**src/rtl/tmr_pkg.sv**
```systemverilog
package tmr_pkg;
  localparam int CNT_W   = 8;
  localparam int RATE_W  = 3;
  localparam int CTRL_W  = RATE_W + 3;
  localparam int PSC_W   = 1 << RATE_W;
  localparam int HOLD_CY = 2;
  localparam int PH_Q2   = 1;
  localparam int PH_Q4   = 3;

  typedef struct packed {
    logic              src_ext;
    logic              edge_fall;
    logic              psc_bypass;
    logic [RATE_W-1:0] rate;
  } tmr_ctrl_t;
endpackage

```
**src/rtl/tmr_prescaler.sv**
```systemverilog
module tmr_prescaler #(
  parameter int RATE_W = 3,
  localparam int PSC_W = 1 << RATE_W
) (
  input  logic              clk,
  input  logic              rst,
  input  logic              clr,
  input  logic              freeze,
  input  logic              src_ext,
  input  logic              bypass,
  input  logic [RATE_W-1:0] rate,
  input  logic              q4_stb,
  input  logic              ext_lvl,
  output logic              int_tick,
  output logic              ext_out
);
  logic [PSC_W-1:0] psc, psc_nxt;
  logic             lvl_d;
  logic             ext_rise, src_ev, adv;

  assign ext_rise = ext_lvl & ~lvl_d;
  assign src_ev   = src_ext ? ext_rise : q4_stb;
  assign adv      = src_ev & ~freeze & ~bypass;
  assign psc_nxt  = psc + 1'b1;

  always_ff @(posedge clk) begin
    if (rst || clr) psc <= '0;
    else if (adv)   psc <= psc_nxt;
  end

  always_ff @(posedge clk) begin
    if (rst) lvl_d <= 1'b0;
    else     lvl_d <= ext_lvl;
  end

  assign int_tick = ~src_ext & q4_stb & ~freeze &
                    (bypass | (psc_nxt[rate] & ~psc[rate]));
  assign ext_out  = bypass ? ext_lvl : psc[rate];
endmodule

```
**src/rtl/tmr_sync.sv**
```systemverilog
module tmr_sync (
  input  logic clk,
  input  logic rst,
  input  logic stb,
  input  logic din,
  output logic tick
);
  logic s1, s2;

  always_ff @(posedge clk) begin
    if (rst) begin
      s1 <= 1'b0;
      s2 <= 1'b0;
    end else if (stb) begin
      s1 <= din;
      s2 <= s1;
    end
  end

  assign tick = stb & s1 & ~s2;
endmodule

```
**src/rtl/tmr_hold.sv**
```systemverilog
module tmr_hold #(
  parameter int HOLD_CY = 2,
  localparam int HW = $clog2(HOLD_CY + 1)
) (
  input  logic clk,
  input  logic rst,
  input  logic load,
  input  logic q4_stb,
  output logic active
);
  logic [HW-1:0] left;

  always_ff @(posedge clk) begin
    if (rst)                      left <= '0;
    else if (load)                left <= HW'(HOLD_CY);
    else if (q4_stb && left != 0) left <= left - 1'b1;
  end

  assign active = (left != 0);
endmodule

```
**src/rtl/icyc_timer.sv**
```systemverilog
module icyc_timer
  import tmr_pkg::*;
(
  input  logic              clk,
  input  logic              rst,
  input  logic [3:0]        phase,
  input  logic              cnt_we,
  input  logic [CNT_W-1:0]  cnt_wdata,
  output logic [CNT_W-1:0]  cnt_rdata,
  input  logic              ctl_we,
  input  logic [CTRL_W-1:0] ctl_wdata,
  input  logic              cmp_src_sel,
  input  logic              ext_pin,
  input  logic              cmp_in,
  output logic              pin_force_in
);
  tmr_ctrl_t        ctrl_q;
  logic [CNT_W-1:0] count_q;
  logic             raw, raw_q;
  logic             q2, q4;
  logic             hold_active;
  logic             int_tick, ext_out, ext_tick, inc;
  logic             ctl_src_ext, ctl_bypass;

  assign q2 = phase[PH_Q2];
  assign q4 = phase[PH_Q4];

  always_ff @(posedge clk) begin
    if (rst)         ctrl_q <= '1;
    else if (ctl_we) ctrl_q <= tmr_ctrl_t'(ctl_wdata);
  end

  assign ctl_src_ext = ctrl_q.src_ext;
  assign ctl_bypass  = ctrl_q.psc_bypass;

  assign raw = (cmp_src_sel ? cmp_in : ext_pin) ^ ctrl_q.edge_fall;

  always_ff @(posedge clk) begin
    if (rst) raw_q <= 1'b0;
    else     raw_q <= raw;
  end

  tmr_hold #(.HOLD_CY(HOLD_CY)) u_hold (
    .clk    (clk),
    .rst    (rst),
    .load   (cnt_we),
    .q4_stb (q4),
    .active (hold_active)
  );

  tmr_prescaler #(.RATE_W(RATE_W)) u_psc (
    .clk      (clk),
    .rst      (rst),
    .clr      (cnt_we),
    .freeze   (hold_active),
    .src_ext  (ctrl_q.src_ext),
    .bypass   (ctrl_q.psc_bypass),
    .rate     (ctrl_q.rate),
    .q4_stb   (q4),
    .ext_lvl  (raw_q),
    .int_tick (int_tick),
    .ext_out  (ext_out)
  );

  tmr_sync u_sync (
    .clk  (clk),
    .rst  (rst),
    .stb  (q2 | q4),
    .din  (ext_out),
    .tick (ext_tick)
  );

  assign inc = ~hold_active & (ctrl_q.src_ext ? ext_tick : int_tick);

  always_ff @(posedge clk) begin
    if (rst)         count_q <= '0;
    else if (cnt_we) count_q <= cnt_wdata;
    else if (inc)    count_q <= count_q + 1'b1;
  end

  assign cnt_rdata    = count_q;
  assign pin_force_in = ctrl_q.src_ext;
endmodule

```
**config.mk**
```make
export PLATFORM = sky130hd
export DESIGN_NAME = icyc_timer
export DESIGN_NICKNAME = d
export VERILOG_FILES = /design/src/rtl/tmr_pkg.sv /design/src/rtl/tmr_prescaler.sv /design/src/rtl/tmr_sync.sv /design/src/rtl/tmr_hold.sv /design/src/rtl/icyc_timer.sv
export SDC_FILE = /design/constraint.sdc
export NUM_CORES = 1
export LEC_CHECK = 0
export BUFFER_PORTS_ARGS = -buffer_cell sky130_fd_sc_hd__clkbuf_2
export CORE_MARGIN = 4
export CORE_UTILIZATION = 40
export DETAILED_ROUTE_END_ITERATION = 10
export RECOVER_POWER = 100
export REMOVE_ABC_BUFFERS = 1
export SYNTH_ARGS = -nofsm -noshare
export SYNTH_HDL_FRONTEND = slang
export SYNTH_SLANG_ARGS = --single-unit
```
**constraint.sdc**
```tcl
create_clock -name clk -period 4.01 [get_ports clk]
set_input_delay 0.2005 -clock clk [delete_from_list [all_inputs] [get_ports clk]]
set_output_delay 0.2005 -clock clk [all_outputs]
set_load 0.01 [all_outputs]
```
### After elaboration in Yosys (flattened, before gate mapping)

Cells that the tools add are included.

| storage, ports and cells | value |
|---|---|
| output and inout bits | 9 |
| register bits | 28 |
| input port bits | 25 |

| cells by class | value |
|---|---|
| magnitude comparators | 1 |
| reduce and logical (&&, ||, !) cells | 6 |
| multiplexer cells | 12 |
| bitwise operators | 19 |
| add/sub/neg operators | 3 |

Operators by type and width:

| operator | number |
|---|---|
| $add 8x1->8 const B | 2 |
| $mux 8 | 2 |
| $and 1x1->1 | 10 |
| $bmux 1 s3 | 2 |
| $mux 1 | 6 |
| $not 1->1 | 6 |
| $reduce_bool 2->1 | 3 |
| $lt 3x4->1 const B | 1 |
| $mux 2 | 2 |
| $or 1x1->1 | 2 |
| $reduce_or 2->1 | 1 |
| $sub 2x1->2 const B | 1 |
| $logic_and 1x1->1 | 1 |
| $logic_or 1x1->1 | 1 |
| $xor 1x1->1 | 1 |

### Logic depth before layout (Yosys ltp)

Gate-level depths: netlist of the first run.

| logic depth | value |
|---|---|
| depth in word-level cells | 10 |
| gate-level depth with buffers | 9 |

### Hierarchy

Synthesis of the first run repeated with hierarchy kept, for this count alone.

| second synthesis, totals | value |
|---|---|
| cells, all modules | 184 |
| area, all modules | 1625.3 um2 |

Modules (own cells, without submodules):

| module | instances | area each (um2) | cells each |
|---|---|---|---|
| icyc_timer | 1 | 783.3 | 85 |
| tmr_prescaler | 1 | 655.6 | 79 |
| tmr_hold | 1 | 110.1 | 12 |
| tmr_sync | 1 | 76.3 | 8 |

### Worst setup path after synthesis of the first run

Ideal clock, no wire load.

| path | value |
|---|---|
| kind | reg-to-reg |
| start point | reg u_psc.psc[0] |
| end point | reg count_q[4] (netlist: cnt_rdata[4]) |
| slack | 1.901 ns |
| arrival | 2.030 ns |
| cell stages (with the launch flop) | 8 |
| data required time | 3.931 ns |
| cells stage by stage | dfxtp_1 ha_1 nand3_1 o32ai_1 o311a_2 o311a_4 o2111a_1 a211oi_2 |

| on the way | value |
|---|---|
| cells in the longest elaborated chain, start to end | 9 |

Ends and longest elaborated chain:

| what | line | source |
|---|---|---|
| start: declaration | tmr_prescaler.sv:17 | `logic [PSC_W-1:0] psc, psc_nxt;` |
| start signal: assignment | tmr_prescaler.sv:28 | `else if (adv) psc <= psc_nxt;` |
| $add 8x1->8 or $bmux 1 s3 (tied branches) | tmr_prescaler.sv:24, tmr_prescaler.sv:37 |  |
| $bmux 1 s3 or $mux 1 (tied branches) | tmr_prescaler.sv:37 | `(bypass \| (psc_nxt[rate] & ~psc[rate]));` |
| $mux 1 (implied by the code) or $not 1->1 (tied branches) | tmr_prescaler.sv:37 |  |
| $and 1x1->1 (*) | tmr_prescaler.sv:37 |  |
| $or 1x1->1 (*) | tmr_prescaler.sv:37 |  |
| $and 1x1->1 (*) | tmr_prescaler.sv:36 | `assign int_tick = ~src_ext & q4_stb & ~freeze &` |
| $mux 1 (*) | icyc_timer.sv:73 | `assign inc = ~hold_active & (ctrl_q.src_ext ? ext_tick : int_tick);` |
| $and 1x1->1 (*) | icyc_timer.sv:73 |  |
| $reduce_bool 2->1 (no source line) (*) | -- |  |
| end signal: assignment | icyc_timer.sv:77 | `else if (cnt_we) count_q <= cnt_wdata;` |
| end signal: assignment | icyc_timer.sv:78 | `else if (inc) count_q <= count_q + 1'b1;` |
| end: declaration | icyc_timer.sv:18 | `logic [CNT_W-1:0] count_q;` |

Mark *: on every way between the ends. The rest lies on a longest branch, timed or not. The select of a mux whose other input is x is not followed.
A chain may end at the register's enable or synchronous reset.

### Worst setup path in the final report of the first run

| path | value |
|---|---|
| start point | reg u_psc.psc[0] |
| end point | reg count_q[1] (netlist: cnt_rdata[1]) |

The elaborated chain is that of the path after synthesis.

==> results.toml, run 1 <==
[clock_network]
numClockSinks = 28
cts_buffers = 3
hold_buffers = 0
ctsResizeCount = 0
cts_tree = "done"
clock_latency_ns = 0.28
root_buffer = "clkbuf_8"
clkTransAtPathRegs_ns = 0.10
cts_setup_buffers = 0
clock_path_buffers = 2
htreeDepth = 1

[worst_setup_path]
cp-start-kind = "register"
critPathKind = "reg -> reg"
rr_endpoint = "cnt_rdata[1]$_SDFFE_PP0P_"
r2r_cells = 7
cp.arrival_ns = 2.73
rr_startpoint = "u_psc.psc[0]$_SDFFE_PP0P_"
critPathRequiredTime_ns = 4.23
critPathMaxFanout = 8
worst_setup_path_end_kind = "register"
r2r_slack_ns = 1.49

[placed_design]
dpl_cell_area_um2 = 1850
dp_hpwl_mm = 2.72
place_congestion = 0.782
io_buffers = 31
place_inst = 276

[layout]
area_growth_pct = 10.9
antennaDiodeCount = 0
fin_cells = 280
layout-drive-gt1-share_pct = 13.9
nets = 259
final_design_area_no_fill_um2 = 1880

[sta]
setup_violations = 0
tightest_slew_ns = 0.808
holdWs_ns = 0.121
fin_skew_ns = 0.00950
fmax_mhz = 398
min_period_ns = 2.52
hold_viol = 0
period_share_pct = 62.7
rsz0062_at_grt = "no"
final_max_slew_viol_count = 0
max-slew-margin-rel_pct = 45.4
tns_ns = 0

[flow_run]
drv_cap = 0

[grt]
grt.overflow.total = 0
track_usage_pct = 14.8
antenna_found_initial = 0
grt_pass1_wl_mm = 6.43
grt_max_degree = 17
grt_pass1_vias = 1404

[synth]
yosys.area_share.simple_pct = 26.1
synth.area.mux_share_pct = 4.58
post_synth.cell_area_avg_um2 = 8.14
synthAdderAreaFrac_pct = 2.22
synthArstFlopShare_pct = 0
synth_top_family_by_area = "simple AND/OR/NAND/NOR gates"
synth_cells = 208
synth-edff-count = 0
synth-compound-area-share_pct = 22.6
yosys_warnings = 0
ys_ff_latch = 28
synth_xor_area_share_pct = 5.17
synthDistinctLibCells = 53
netlist_area_um2 = 1690
ys_seq_area_share_pct = 33.1
ys.flop_type = "dfxtp_1"

[detailed_routing]
ant_nets = 0
drt-total-wl_mm = 3.79
drc = 0
vias = 1539
drtIter0Drc = 77
drt_first_pass_iters = 4
avgViaCountPerCell = 5.50
wl_per_cell_um = 13.5

[hold_path]
hold_end = "ctrl_q[2]$_SDFFE_PP1P_"
hold_path_depth = 3
hold_start = "ctl_wdata[2]"
hold_path_class = "in -> reg"

[pwr]
internal_power_w = 0.000417
power_density_nw_per_um2 = 305
pwr-share-clk_pct = 31.4
switching_power_w = 0.000157
seq_power_share_pct = 54.2
p_comb_share_pct = 14.4
leakagePower_nw = 0.778
ir_worst_vdd_uv = 223
switching_share_pct = 27.3

[die]
start_util_pct = 41.8
num_rows = 23
die_w_um = 73.1
ios = 34
core_um2 = 4060
die_y_um = 73.1
design.die.area_um2 = 5340

[outcome]
status = "complete, no violations"
[through the flow]
step | power (W) | setup WS, ns | util [%]
2_1_floorplan | 0.000366 | 1.89 | -
4_1_cts | 0.000585 | 1.62 | 46.9
3_3_place_gp | 0.000403 | 1.67 | 45.5
6_report | 0.000574 | 1.49 | 46.3
5_1_grt | 0.000604 | 1.28 | 46.3
3_5_place_dp | 0.000403 | 1.66 | 45.5
[flip-flops by register name (all words and copies together) (netlist names)]
name and flops:
u_psc.lvl_d 1, u_hold.left 2, u_sync.s1 1, u_psc.psc 8, raw_q 1, ctl_bypass 1, ctrl_q 4, cnt_rdata 8
pin_force_in 1, u_sync.s2 1
[critical path: stages, from the launching register on]
cell,delay [ns]
dfxtp_1,0.40
ha_1,0.31
nand3_1,0.16
o32ai_1,0.11
o311a_2,0.41
o311ai_0,0.72
nand3_1,0.15
a31oi_1,0.19
[area by class of cell]
cell class / instances / area, um^2
tap: 50 / 62.6
sequential: 28 / 561
fill: 421 / 2180
clock buffer: 4 / 55.1
inverter: 11 / 41.3
timing repair buffer: 31 / 143
multi-input combinational: 156 / 1020
[cells by family (layout without fill, tap and decap cells)]
logic type,Yosys count,count (layout)
compound gates,49,49
xor+xnor,10,10
fa+ha+maj,3,3
simple gates,88,88
flops,28,28
buf+inv,24,46
mux,6,6
[cell usage in the layout, fill, tap and decap left out, drive strengths merged, types with 5 or more instances in the layout]
cell    count
clkbuf     35
and3        6
nand2      23
dfxtp      28
nand2b      5
xnor2       6
o21ai       9
nor3        8
inv        11
nor2       16
nand3      13
a21oi       7
o211ai      5
[worst max-delay path by stage]
stage | to | slack (ns) | start
2_1_floorplan | cnt_rdata[4]$_SDFFE_PP0P_ | 1.89 | u_psc.psc[0]$_SDFFE_PP0P_
3_3_place_gp | cnt_rdata[5]$_SDFFE_PP0P_ | 1.67 | u_psc.psc[0]$_SDFFE_PP0P_
3_5_place_dp | cnt_rdata[5]$_SDFFE_PP0P_ | 1.66 | u_psc.psc[0]$_SDFFE_PP0P_
4_1_cts | cnt_rdata[5]$_SDFFE_PP0P_ | 1.62 | u_psc.psc[0]$_SDFFE_PP0P_
5_1_grt | cnt_rdata[1]$_SDFFE_PP0P_ | 1.28 | u_psc.psc[0]$_SDFFE_PP0P_
6_report | cnt_rdata[1]$_SDFFE_PP0P_ | 1.49 | u_psc.psc[0]$_SDFFE_PP0P_
[routing by layer]
layer  GRT usage [%]  share of wire (%)  vias up
met4            3.28               0.61        0
met3            2.89                3.7        5
li1                -                  -      802
met5               0                  0        -
met1            19.8                 49      707
met2            24.6                 47       25
[synth_stat cells, drive strengths merged (2+ instances only)]
cell type,count,area [um^2]
a211o,3,26.3
a211oi,3,27.5
a21oi,7,35.0
a31oi,3,18.8
and2,2,12.5
and3,6,37.5
buf,5,35.0
clkbuf,8,30.0
dfxtp,28,561
ha,3,37.5
inv,11,41.3
mux2i,4,40.0
nand2,23,86.3
nand2b,5,31.3
nand3,13,65.1
nand4,3,25.0
nor2,16,60.1
nor2b,3,18.8
nor3,8,40.0
nor3b,2,15.0
o211ai,5,37.5
o21ai,9,45.0
o311a,3,42.5
o311ai,3,26.3
o32ai,3,26.3
or3,3,18.8
xnor2,6,52.6
xor2,4,35.0
[power by group through the flow]
stage	Clock (W)	Sequential, W	Combinational, W
2_1_floorplan	0	0.000316	0.0000495
3_3_place_gp	0	0.000317	0.0000858
3_5_place_dp	0	0.000317	0.0000860
4_1_cts	0.000188	0.000311	0.0000862
5_1_grt	0.000195	0.000314	0.0000943
6_report	0.000180	0.000311	0.0000824
(Power assumes the default switching activity.)
==> run 2, diff against run 1 <==
- clock period: 4.01 -> 2.1 ns (I/O delays scaled with it)
==> run 2 against run 1 <==
Sequential cell count unchanged. Core utilization up 5.0 points. First-iteration DRC count up 79%. Critical path type unchanged. Cell count up 5.7%. Maximum frequency up 24%.
==> results.toml, run 2 (synthesis gave the netlist of run 1 again) <==
[layout]
fin_cells = 296
layout-drive-gt1-share_pct = 24.0
antennaDiodeCount = 0
final_util_pct = 51.3
layout_common_cells = "dfxtp_1 (24), nand2_1 (23), clkbuf_2 (22), nor2_1 (16), buf_4 (16)"
final_common_cell = "dfxtp_1"
area_growth_pct = 22.9
nets = 275

[grt]
grt_pass1_vias = 1505
antenna_found_initial = 0
track_usage_pct = 15.0
grt_pass1_wl_mm = 6.47
grt_max_degree = 17
grt.overflow.total = 0

[sta]
fin_ws_ns = 0.0664
fin_skew_ns = 0.00964
tightest_slew_ns = 0.386
hold_viol = 0
rsz0062_at_grt = "no"
period_share_pct = 96.8
fmax_mhz = 492
min_period_ns = 2.03
final_max_slew_viol_count = 0
setup_violations = 0
max-slew-margin-rel_pct = 74.2

[worst_setup_path]
r2r_slack_ns = 0.07
critical_path.top_delay_family = "compound AO/OA/AOI/OAI gates"
critPathMaxFanout = 8
startpoint = "u_psc.psc[1]$_SDFFE_PP0P_"
slowest_delay_ns = 0.42
cp_num_cells = 8
rr_startpoint = "u_psc.psc[1]$_SDFFE_PP0P_"
rr_endpoint = "cnt_rdata[4]$_SDFFE_PP0P_"
critPathRequiredTime_ns = 2.30
critPathKind = "reg -> reg"
cp.arrival_ns = 2.24
crit_chain = "ha_4 > buf_4 > a31o_4 > a21oi_4 > a311oi_2 > o311a_4 > o2111a_1 > a211oi_1"
crit_buf_inv = 1
r2r_cells = 8
worst_setup_path_end_kind = "register"
cp-start-kind = "register"
cp_slowest_cell = "o311a_4"

[hold_path]
hold_path_depth = 3
hold_path_class = "in -> reg"
hold_end = "ctl_bypass$_SDFFE_PP1P_"
hold_start = "ctl_wdata[3]"

[detailed_routing]
avgViaCountPerCell = 5.45
wl_per_cell_um = 13.3
vias = 1612
drc = 0
ant_nets = 0
drtIter0Drc = 138
drt-total-wl_mm = 3.94
drt_first_pass_iters = 4

[pwr]
power_density_nw_per_um2 = 577
ir_worst_vdd_uv = 362
finalPower_w = 0.00120
leakagePower_nw = 0.872

[placed_design]
place_ws_ns = -0.0237
place_inst = 292
place_congestion = 0.756
dp_hpwl_mm = 2.98
io_buffers = 31

[die]
ios = 34
core_um2 = 4060
die_w_um = 73.1
die_y_um = 73.1
num_rows = 23
design.die.area_um2 = 5340
start_util_pct = 41.8

[clock_network]
cts_buffers = 3
cts_setup_buffers = 0
numClockSinks = 28
clock_path_buffers = 2
clkTransAtPathRegs_ns = 0.10
htreeDepth = 1
clock_latency_ns = 0.28
cts_tree = "done"
root_buffer = "clkbuf_8"

[outcome]
status = "complete, no violations"

[flow_run]
drv_cap = 0
run 2: cell types whose count changed in the layout (fill, tap and decap cells not counted), moves of 2 or more:
cell      before  now
dfxtp_1       28   24
dfxtp_2        0    4
o21ai_0        9    7
o311ai_1       0    2
o311ai_0       3    0
buf_4          0   16
run 2: how the worst max path moves through the flow:
stage	end	slack (ns)
floorplan	cnt_rdata[4]$_SDFFE_PP0P_	-0.02
detailed placement	cnt_rdata[5]$_SDFFE_PP0P_	-0.02
finish	cnt_rdata[4]$_SDFFE_PP0P_	0.07
global route	cnt_rdata[4]$_SDFFE_PP0P_	0.005
global placement	cnt_rdata[4]$_SDFFE_PP0P_	0.04
CTS	cnt_rdata[6]$_SDFFE_PP0P_	0.003
run 2: worst register-to-register path, cell delays in order, from the launching register on:
cell	delay, ns
dfxtp_2	0.35
ha_4	0.17
buf_4	0.13
a31o_4	0.24
a21oi_4	0.16
a311oi_2	0.08
o311a_4	0.42
o2111a_1	0.25
a211oi_1	0.16
run 2: final cells by class:
class / instances / area (um^2)
fillers: 406 / 1980
well taps: 50 / 62.6
flip-flops and latches: 28 / 566
repair buffers: 47 / 264
inverters: 11 / 41.3
clock inverters: 1 / 30.0
clock buffers: 3 / 41.3
multi-input cells: 156 / 1080
run 2: layer usage:
metal	routed length [um]	global-route usage, %	share of wire [%]
met5	0	0	0
met4	15	1.84	0.38
met3	139	3.31	3.5
met2	1970	26.8	50
met1	1820	18.7	46
run 2: report_power, final:
part	internal, W	total, W	leakage, nW	switching, W
Combinational	0.0000823	0.000182	0.605	0.0000999
Clock	0.000255	0.000430	0.0357	0.000175
Sequential	0.000560	0.000589	0.231	0.0000295
Total	0.000898	0.00120	0.872	0.000304
run 2: repair_timing:
action | CTS | global route
resized for setup | 5 | 11
hold buffers | 0 | 0
pin swaps | 0 | 7
cloned | 0 | 0
setup endpoints to repair | 4 | 6
run 2: per-stage QoR:
| stage | setup TNS [ns] | hold slack (ns) | area, um^2 |
|---|---|---|---|
| 2_1_floorplan | -0.0166 | 0.174 | 1630 |
| 3_3_place_gp | 0 | 0.322 | 1970 |
| 3_5_place_dp | -0.0450 | 0.326 | 1970 |
| 4_1_cts | 0 | 0.0232 | 2050 |
| 5_1_grt | 0 | 0.0389 | 2080 |
| 6_report | 0 | 0.0320 | 2080 |
